`src/rtl/sram_seq_pkg.sv`:
```
package sram_seq_pkg;

  typedef enum logic [2:0] {
    ST_IDLE     = 3'd0,
    ST_RD_ACC   = 3'd1,
    ST_WR_FLOAT = 3'd2,
    ST_WR_DRIVE = 3'd3,
    ST_WR_HOLD  = 3'd4
  } seq_state_e;

  // bits needed to hold values 0 .. maxv-1
  function automatic int unsigned cnt_width(input int unsigned maxv);
    return (maxv < 2) ? 1 : $clog2(maxv);
  endfunction

  function automatic int unsigned max3(input int unsigned a, input int unsigned b,
                                       input int unsigned c);
    int unsigned m;
    m = (a > b) ? a : b;
    return (m > c) ? m : c;
  endfunction

endpackage

```
`src/rtl/sram_seq_timer.sv`:
```
module sram_seq_timer #(
  parameter int unsigned CW = 2
) (
  input  logic          clk,
  input  logic          rst,
  input  logic          load,
  input  logic [CW-1:0] load_val,
  output logic          expired
);

  logic [CW-1:0] cnt_q;

  always_ff @(posedge clk) begin
    if (rst) begin
      cnt_q <= '0;
    end else if (load) begin
      cnt_q <= load_val;
    end else if (cnt_q != '0) begin
      cnt_q <= cnt_q - 1'b1;
    end
  end

  assign expired = (cnt_q == '0);

endmodule

```
`src/rtl/sram_seq_dpath.sv`:
```
module sram_seq_dpath #(
  parameter int unsigned AW    = 18,
  parameter int unsigned DW    = 16,
  parameter int unsigned LANES = DW / 8
) (
  input  logic             clk,
  input  logic             rst,
  input  logic             cap_req,
  input  logic [AW-1:0]    req_addr,
  input  logic [DW-1:0]    req_wdata,
  input  logic [LANES-1:0] req_bmask,
  input  logic             cap_rd,
  input  logic [DW-1:0]    dq_in,
  output logic [AW-1:0]    addr_q,
  output logic [DW-1:0]    wdata_q,
  output logic [DW-1:0]    rdata
);

  logic [LANES-1:0] bmask_q;
  logic [7:0]       lane_q [LANES];

  always_ff @(posedge clk) begin
    if (rst) begin
      addr_q  <= '0;
      wdata_q <= '0;
      bmask_q <= '0;
    end else if (cap_req) begin
      addr_q  <= req_addr;
      wdata_q <= req_wdata;
      bmask_q <= req_bmask;
    end
  end

  for (genvar l = 0; l < LANES; l++) begin : g_lane
    always_ff @(posedge clk) begin
      if (rst) begin
        lane_q[l] <= '0;
      end else if (cap_rd) begin
        lane_q[l] <= bmask_q[l] ? dq_in[l*8 +: 8] : 8'h00;
      end
    end
    assign rdata[l*8 +: 8] = lane_q[l];
  end

endmodule

```
`src/rtl/sram_seq_ctrl.sv`:
```
module sram_seq_ctrl
  import sram_seq_pkg::*;
#(
  parameter int unsigned AW     = 18,
  parameter int unsigned DW     = 16,
  parameter int unsigned RD_CYC = 2,
  parameter int unsigned TA_CYC = 1,
  parameter int unsigned WE_CYC = 1
) (
  input  logic              clk,
  input  logic              rst,
  input  logic              req_valid,
  output logic              req_ready,
  input  logic              req_write,
  input  logic [AW-1:0]     req_addr,
  input  logic [DW-1:0]     req_wdata,
  input  logic [DW/8-1:0]   req_bmask,
  output logic              rsp_valid,
  output logic [DW-1:0]     rsp_rdata,
  output logic [AW-1:0]     sram_addr,
  output logic              sram_ce_n,
  output logic              sram_oe_n,
  output logic              sram_we_n,
  output logic [DW/8-1:0]   sram_be_n,
  output logic [DW-1:0]     sram_dq_out,
  output logic              sram_dq_oe,
  input  logic [DW-1:0]     sram_dq_in
);

  localparam int unsigned LANES = DW / 8;
  localparam int unsigned MAXC  = max3(RD_CYC, TA_CYC, WE_CYC);
  localparam int unsigned CW    = cnt_width(MAXC);
  localparam logic [CW-1:0] RD_LD = CW'(RD_CYC - 1);
  localparam logic [CW-1:0] TA_LD = CW'(TA_CYC - 1);
  localparam logic [CW-1:0] WE_LD = CW'(WE_CYC - 1);

  seq_state_e    state_q;
  logic          accept;
  logic          tmr_load;
  logic [CW-1:0] tmr_val;
  logic          tmr_done;
  logic          cap_rd;

  assign req_ready = (state_q == ST_IDLE);
  assign accept    = req_valid && req_ready;
  assign cap_rd    = (state_q == ST_RD_ACC) && tmr_done;

  always_comb begin
    tmr_load = 1'b0;
    tmr_val  = '0;
    if (accept) begin
      tmr_load = 1'b1;
      tmr_val  = req_write ? TA_LD : RD_LD;
    end else if (state_q == ST_WR_FLOAT && tmr_done) begin
      tmr_load = 1'b1;
      tmr_val  = WE_LD;
    end
  end

  sram_seq_timer #(.CW(CW)) u_timer (
    .clk      (clk),
    .rst      (rst),
    .load     (tmr_load),
    .load_val (tmr_val),
    .expired  (tmr_done)
  );

  sram_seq_dpath #(.AW(AW), .DW(DW), .LANES(LANES)) u_dpath (
    .clk       (clk),
    .rst       (rst),
    .cap_req   (accept),
    .req_addr  (req_addr),
    .req_wdata (req_wdata),
    .req_bmask (req_bmask),
    .cap_rd    (cap_rd),
    .dq_in     (sram_dq_in),
    .addr_q    (sram_addr),
    .wdata_q   (sram_dq_out),
    .rdata     (rsp_rdata)
  );

  // sequencer with registered strobes
  always_ff @(posedge clk) begin
    if (rst) begin
      state_q    <= ST_IDLE;
      sram_ce_n  <= 1'b1;
      sram_oe_n  <= 1'b1;
      sram_we_n  <= 1'b1;
      sram_be_n  <= '1;
      sram_dq_oe <= 1'b0;
      rsp_valid  <= 1'b0;
    end else begin
      rsp_valid <= 1'b0;
      unique case (state_q)
        ST_IDLE: begin
          if (accept) begin
            sram_ce_n <= 1'b0;
            sram_be_n <= ~req_bmask;
            if (req_write) begin
              sram_we_n <= 1'b0;
              state_q   <= ST_WR_FLOAT;
            end else begin
              sram_oe_n <= 1'b0;
              state_q   <= ST_RD_ACC;
            end
          end
        end
        ST_RD_ACC: begin
          if (tmr_done) begin
            sram_ce_n <= 1'b1;
            sram_oe_n <= 1'b1;
            sram_be_n <= '1;
            rsp_valid <= 1'b1;
            state_q   <= ST_IDLE;
          end
        end
        ST_WR_FLOAT: begin
          if (tmr_done) begin
            sram_dq_oe <= 1'b1;
            state_q    <= ST_WR_DRIVE;
          end
        end
        ST_WR_DRIVE: begin
          if (tmr_done) begin
            sram_we_n <= 1'b1;
            state_q   <= ST_WR_HOLD;
          end
        end
        ST_WR_HOLD: begin
          sram_ce_n  <= 1'b1;
          sram_be_n  <= '1;
          sram_dq_oe <= 1'b0;
          state_q    <= ST_IDLE;
        end
        default: state_q <= ST_IDLE;
      endcase
    end
  end

  // checks on the pin sequence
  assert_idle_deselected_R2: assert property (@(posedge clk) disable iff (rst)
    req_ready |-> (sram_ce_n && sram_oe_n && sram_we_n && !sram_dq_oe));

  assert_single_pulse_R4: assert property (@(posedge clk) disable iff (rst)
    rsp_valid |=> !rsp_valid);

  assert_we_inside_ce_R5: assert property (@(posedge clk) disable iff (rst)
    !sram_we_n |-> (!sram_ce_n && sram_oe_n));

  assert_float_before_drive_R6: assert property (@(posedge clk) disable iff (rst)
    $rose(sram_dq_oe) |-> (!sram_we_n && $past(!sram_we_n)));

  assert_hold_after_we_R7: assert property (@(posedge clk) disable iff (rst)
    $rose(sram_we_n) |-> (sram_dq_oe && !sram_ce_n));

  assert_no_contention_R8: assert property (@(posedge clk) disable iff (rst)
    !sram_oe_n |-> !sram_dq_oe);

  assert_addr_stable_R9: assert property (@(posedge clk) disable iff (rst)
    (!sram_ce_n && $past(!sram_ce_n)) |-> $stable(sram_addr));

  assert_be_stable_R10: assert property (@(posedge clk) disable iff (rst)
    (!sram_ce_n && $past(!sram_ce_n)) |-> $stable(sram_be_n));

endmodule

```
`config.mk`:
```
export PLATFORM = sky130hd
export DESIGN_NAME = sram_seq_ctrl
export DESIGN_NICKNAME = d
export VERILOG_FILES = /design/src/rtl/sram_seq_pkg.sv /design/src/rtl/sram_seq_timer.sv /design/src/rtl/sram_seq_dpath.sv /design/src/rtl/sram_seq_ctrl.sv
export SDC_FILE = /design/constraint.sdc
export NUM_CORES = 1
export LEC_CHECK = 0
export BUFFER_PORTS_ARGS = -buffer_cell sky130_fd_sc_hd__buf_2
export CAP_MARGIN = 20
export CELL_PAD_IN_SITES_DETAIL_PLACEMENT = 0
export CELL_PAD_IN_SITES_GLOBAL_PLACEMENT = 1
export CORE_MARGIN = 2
export CORE_UTILIZATION = 33
export CTS_CLUSTER_SIZE = 10
export DETAILED_ROUTE_END_ITERATION = 10
export GPL_TIMING_DRIVEN = 0
export HOLD_SLACK_MARGIN = 0.05
export PLACE_DENSITY_LB_ADDON = 0.1
export REMOVE_ABC_BUFFERS = 1
export SLEW_MARGIN = 40
export SYNTH_ARGS = -nofsm -noshare
export SYNTH_HDL_FRONTEND = slang
export SYNTH_SLANG_ARGS = --single-unit
```
`constraint.sdc`:
```
create_clock -name clk -period 1.9 [get_ports clk]
set_input_delay 0.285 -clock clk [delete_from_list [all_inputs] [get_ports clk]]
set_output_delay 0.285 -clock clk [all_outputs]
set_load 0.01 [all_outputs]
```
==> results of run 1 <==
-- cells in the final DEF (no fill, tap or decap), types with 2 or more instances in the layout --
cell type,count
or4b_4,2
a2bb2oi_1,2
nor3b_4,2
dfxtp_2,2
nor2b_1,2
clkbuf_8,11
a21oi_1,38
and2_1,17
a31o_2,2
nor3_1,4
clkinv_2,3
buf_2,112
dfxtp_1,45
o21ai_0,3
nand2_1,74
nor2_1,2
a21o_1,2
inv_1,3
buf_4,5
edfxtp_1,16
nor3b_1,2
-- cell type report --
class                           count  area, sq um
Timing Repair Buffer              118          609
Fill cell                         720         3630
Tap cell                           96          120
Sequential cell                    63         1420
Clock inverter                      4         45.0
Multi-Input combinational cell    159          831
Inverter                            4         15.0
Clock buffer                       12          155
-- path summary, 6_finish.rpt --
path | slack [ns] | cells after the start | to | start
hold reg to reg | 0.45 | 2 | u_dpath.wdata_q[5] | u_dpath.wdata_q[5]
setup reg to reg | 0.21 | 3 | u_dpath.lane_q[0][7] | state_q[2]
hold / removal | 0.19 | 3 | u_dpath.wdata_q[7] | req_wdata[7]
setup / recovery | 0.21 | 3 | u_dpath.lane_q[0][7] | state_q[2]
-- power groups by stage --
stage	logic, uW	registers (uW)	clock network, uW
floorplan	186	1620	0
global placement	461	1580	0
detailed placement	482	1580	0
CTS	483	1550	1200
global route	535	1560	1260
finish	476	1550	1150
-- stage by stage --
step           utilization  TNS, ns
6_report             0.468        0
5_1_grt              0.468        0
4_1_cts              0.467        0
3_5_place_dp         0.437    -3.58
3_3_place_gp         0.432   -28.61
2_1_floorplan            -  -0.0681
-- worst max-delay path, delay by kind of cell, from the launching register on --
family,cells,cell delay (ns)
DFF,1,0.43
and+or+nand+nor,3,1.12
-- repair_timing --
item	CTS	global route
pin swaps	0	1
endpoints found under the setup margin	19	25
endpoints found under the hold margin	0	0
buffers inserted	0	1
gates resized for setup	1	2
hold buffers	0	0
-- logic make-up (layout without fill, tap and decap cells) --
kind of cell,Yosys count,count (layout),share of synthesized area
flip-flops,63,63,0.608
buffers and inverters,19,138,0.0375
AND/OR/NAND/NOR,107,107,0.227
AO/OA/AOI/OAI,52,52,0.127
-- registers in the layout, summed over array words and instances (netlist names) --
register and cells:
u_timer.cnt_q 1, sram_we_n 1, u_dpath.addr_q 18, sram_oe_n 1, sram_dq_oe 1, u_dpath.lane_q 16
sram_ce_n 1, u_dpath.bmask_q 2, u_dpath.wdata_q 16, sram_be_n 2, state_q 3, rsp_valid 1
-- routing by layer --
layer	up-vias	GRT usage	share of wire
met5	-	0	0
li1	1033	-	-
met1	887	0.169	0.43
met2	72	0.227	0.47
met3	7	0.0556	0.093
met4	0	0.0661	0.013
==> metrics.txt, run 1 <==
status finished, final reports clean; pre-CTS setup slack -0.162 ns; placement row count 30; total I/O pin count ~110; wire length of the first global-routing pass about 8500 um; clock latency of the later-clocked register in the worst-skew pair approximately 0.32 ns; share of layout cells above drive strength 1 0.397; Syn Area/Cell 9.69 sq um; synthesized area ~2300 sq um; Post-Layout Cell Count about 460; routed len/inst 12.0 um; overall power consumption around 3200 uW; area share of the largest cell type after synthesis 0.403; floorplan die area between 7000 and 8000 sq um; most frequent cell after synthesis nand2_1; height of the die 88.1 um; Bufs on Longest Clock Path 2; worst setup path category reg -> reg; top cell type by total area after synthesis dfxtp_1; switching component of the power between 800 and 900 uW; starting density of the core 0.342; sequential fraction of the synthesis area 0.608; count of buffers from port buffering between 100 and 150; RSZ-0062 raised after global routing no; max_slew headroom 0.672; largest cells by area after synthesis dfxtp_1, edfxtp_1, nand2_1; Hold Fails Final Rpt 0; Layout area overhead 37.0%; via count normalized by instance count between 4 and 5; vias in the first global route roughly 1.8k; Post-DP HPWL approximately 3700 um; antenna diode instance count 0; kind of capture point of the worst setup path register; largest stage delay on the critical path 0.64 ns; Net Sw Frac 0.255; cell area after layout about 3200 sq um; gpl congestion between 0.6 and 0.7; Inserted Clock Buffers 9; number of routed nets with antenna violations 0; via count between 1.5k and 2k; Clock Root Buffer clkbuf_8; kind of start point of the critical path register; drt pass-1 iters 4; placed cell area about 3000 sq um; worst hold-check slack between 0.15 and 0.2 ns; transition at the pin with the smallest max-transition slack around 0.49 ns; pin count of the biggest net entering global routing 46; number of setup violations in the final report 0; leakage dissipation ~0.0015 uW; width of the chip 88.1 um; Clock Skew a little under 0.006 ns; gate count after technology mapping around 240; Overall Global Routing Usage 0.142; crit path setup slack, layout 0.210 ns; Yosys reg bits 63; required time of the critical path ~2.1 ns; fraction of the cycle the final worst path needs 0.889; clock-pin slew on the worst setup and hold paths 0.07 ns; area of the core region roughly 6800 sq um; master of the slowest instance on the critical path or4b_4; maximum fanout along the worst path 11; GR Overflow Total 0; shortest period the worst path allows ~1.7 ns; Logic pwr share 0.150; number of flops mapped to enable cells by yosys 16; Max-cap violations 0; number of nets in the final layout 411; sinks on the clock net 63; clock tree from TritonCTS built; clock network fraction of total power 0.363; count of routing violations after the opening detailed-route iteration just over 90; Max IR drop VDD roughly 0.35 mV; H-tree levels 3; list of most frequent post-synthesis cells nand2_1, dfxtp_1, a21oi_1; internal cell power roughly 2400 uW; initial antenna violation count 0; primary flip-flop cell chosen by synthesis mapping dfxtp_1; relative contribution of sequential cells to total power 0.487; Max Freq about 0.59 GHz; number of different library cells in the post-synthesis netlist 27; Arr. time, crit path about 1.9 ns; CP Cell Sequence or4b_4 > nor3b_4 > and2_1; power density relative to cell area between 900 and 1000 nW/um^2; number of placed cells counting well taps approximately 440; final routed DRC violation total 0; total count of max-transition violations in the final report 0; worst min-delay path class in -> reg; synth warn 0; overall routed net length 5470 um; async set or reset register ratio after synthesis 0
(Power assumes the default switching activity.)
==> run 2, diff against run 1 <==
Settings changed: ABC_CLOCK_PERIOD_IN_PS from default to 1900, CORE_UTILIZATION 33 to 34, SYNTH_HIERARCHICAL from default to 1.
==> run 2 against run 1 <==
  * Highest routed layer unchanged
  * Die area up 1.3%
  * Largest cell class unchanged
  * Cell area up 0.86%
  * Largest power group unchanged
  * Cell count down 6.6%
  * Wire length down 7.0%
==> metrics.txt, run 2 <==
status finished, final reports clean; clock-pin slew on the worst setup and hold paths around 0.070 ns; GR Overflow Total 0; placed cell area between 3000 and 4000 sq um; transition at the pin with the smallest max-transition slack roughly 0.66 ns; number of gates on the worst path with buffers counted 4; largest register by flop count u_dpath/addr_q; antenna diode instance count 0; gpl congestion about 0.65; synthesized area roughly 2400 sq um; final core utilization 0.470; most frequent cell after synthesis dfxtp_1; maximum fanout along the worst path 38; kind of cell adding the most delay to the critical path simple AND/OR/NAND/NOR gates; hold depth 3; Arr. time, crit path about 2 ns; count of routing violations after the opening detailed-route iteration 57; async set or reset register ratio after synthesis 0; Post-Layout Cell Count 426; routed len/inst between 10 and 15 um; max FFs per register 18; Overall Global Routing Usage 0.133; clock tree from TritonCTS built; total count of max-transition violations in the final report 0; via count normalized by instance count around 4.3; commonest non-fill, non-tap cells in the layout buf_2, dfxtp_1, nor2_1, mux2i_1, and2_1; clock latency of the later-clocked register in the worst-skew pair between 0.3 and 0.4 ns; final routed DRC violation total 0; number of routed nets with antenna violations 0; Clock Root Buffer clkbuf_8; Max IR drop VDD approximately 0.34 mV; max_slew headroom 0.561; Logic pwr share 0.143; fraction of the cycle the final worst path needs 0.918; wire length of the first global-routing pass 7930 um; kind of start point of the critical path register; kind of capture point of the worst setup path register; largest stage delay on the critical path around 0.60 ns; number of flops mapped to enable cells by yosys 16; relative contribution of sequential cells to total power 0.496; accumulated negative setup slack 0 ns; shortest period the worst path allows 1.74 ns; gate count after technology mapping 212; synth warn 6; Max-cap violations 0; number of nets in the final layout ~380; top cell type by total area after synthesis dfxtp_1; number of different library cells in the post-synthesis netlist 29; most frequent standard cell in the layout excluding fill and tap cells buf_2; Bufs on Longest Clock Path 2; overall power consumption ~3100 uW; Post-DP HPWL around 3600 um; list of most frequent post-synthesis cells dfxtp_1, nor2_1, mux2i_1; vias in the first global route ~1.7k; Layout area overhead 32.3%; pin count of the biggest net entering global routing 39; Max Freq 0.574 GHz; registers with the most flip-flops u_dpath/addr_q x18, u_dpath/lane_q x16, u_dpath/wdata_q x16; leakage dissipation around 0.0016 uW; depth of the worst register-to-register path 4; area of the core region between 6000 and 7000 sq um; total setup buffers inserted after CTS 0; count of buffers from port buffering roughly 110; internal cell power 2300 uW; H-tree levels 3; master of the slowest instance on the critical path and2_4; required time of the critical path 2.12 ns; initial antenna violation count 0; sequential fraction of the synthesis area 0.583; Clock Skew ~0.0033 ns; Syn Area/Cell between 10 and 15 sq um; largest cells by area after synthesis dfxtp_1, edfxtp_1, mux2i_1; CP Cell Sequence nor3_4 > and2_4 > a21oi_1 > or2_1; overall routed net length just over 5000 um; power density relative to cell area 952 nW/um^2; switching component of the power ~770 uW; Hold Fails Final Rpt 0; total I/O pin count 114; clock network fraction of total power 0.361; width of the chip 88.7 um; placement row count 30; via count 1,840; Inserted Clock Buffers 9; Buf+Inv Stages, Crit Path 0; drt pass-1 iters 4; primary flip-flop cell chosen by synthesis mapping dfxtp_1; cell area after layout about 3200 sq um; floorplan die area roughly 8000 sq um; Yosys reg bits 63; area share of the largest cell type after synthesis 0.386; height of the die between 80 and 90 um; RSZ-0062 raised after global routing no; starting density of the core 0.355; worst min-delay path class in -> reg; sinks on the clock net 63; worst setup path category reg -> reg; share of layout cells above drive strength 1 0.412; number of placed cells counting well taps 410; number of setup violations in the final report 0; Net Sw Frac 0.250
-- run 2: changes by cell type after synthesis, moves of 3 or more --
cell / delta
clkbuf_1: -6
mux2i_1: +37
a21oi_1: -32
nor2_1: +41
nand2_1: -72
buf_12: +3
and3b_1: +3
-- run 2: what timing repair did --
item	CTS	global route
gates resized for setup	0	1
hold endpoints to repair	0	0
setup endpoints to repair	0	1
hold buffers	0	0
-- run 2: worst reg2reg max path, delay by kind of cell, from the launching register on --
| kind | cells | cell delay (ns) |
|---|---|---|
| AND/OR/NAND/NOR | 3 | 1.05 |
| flip-flops | 1 | 0.44 |
| AO/OA/AOI/OAI | 1 | 0.15 |
-- run 2: area by class of cell --
class	instances	area [sq um]
inverter	5	18.8
clock buffer	13	180
sequential	63	1420
multi-input combinational	132	877
clock inverter	3	15.0
fill	671	3640
tap	96	120
timing repair buffer	114	593
-- run 2: final timing paths --
path,startpoint,endpoint,slack [ns]
worst max-delay path,state_q[0],sram_we_n,0.16
worst min-delay path,req_wdata[3],u_dpath/wdata_q[3],0.19
worst max register to register,state_q[0],sram_we_n,0.16
worst min register to register,sram_oe_n,sram_oe_n,0.46
-- run 2: power by group through the flow --
stage               clock (uW)  sequential, uW  combinational (uW)
floorplan                    0            1600                 196
global placement             0            1550                 438
detailed placement           0            1550                 446
CTS                       1150            1520                 447
global route              1200            1540                 491
finish                    1110            1520                 438
-- run 2: cells by family after synthesis --
| logic type | Yosys count | share of synthesized area |
|---|---|---|
| mux | 37 | 0.152 |
| compound gates | 17 | 0.0405 |
| simple gates | 78 | 0.167 |
| flops | 63 | 0.583 |
| buf+inv | 17 | 0.0579 |
-- run 2: per-stage QoR --
| step | setup WS (ns) | hold WS (ns) |
|---|---|---|
| after floorplan | 0.289 | 0.354 |
| after global placement | 0.0911 | 0.450 |
| after detailed placement | 0.137 | 0.453 |
| after CTS | 0.121 | 0.172 |
| after global routing | 0.0107 | 0.188 |
| final | 0.156 | 0.191 |
-- run 2: per-layer routing --
metal / up-vias / global-route usage / wire, um
met2: 80 / 0.201 / 2250
li1: 936 / - / -
met3: 9 / 0.0457 / 462
met5: - / 0 / 0
met4: 0 / 0.0744 / 105
met1: 815 / 0.165 / 2270
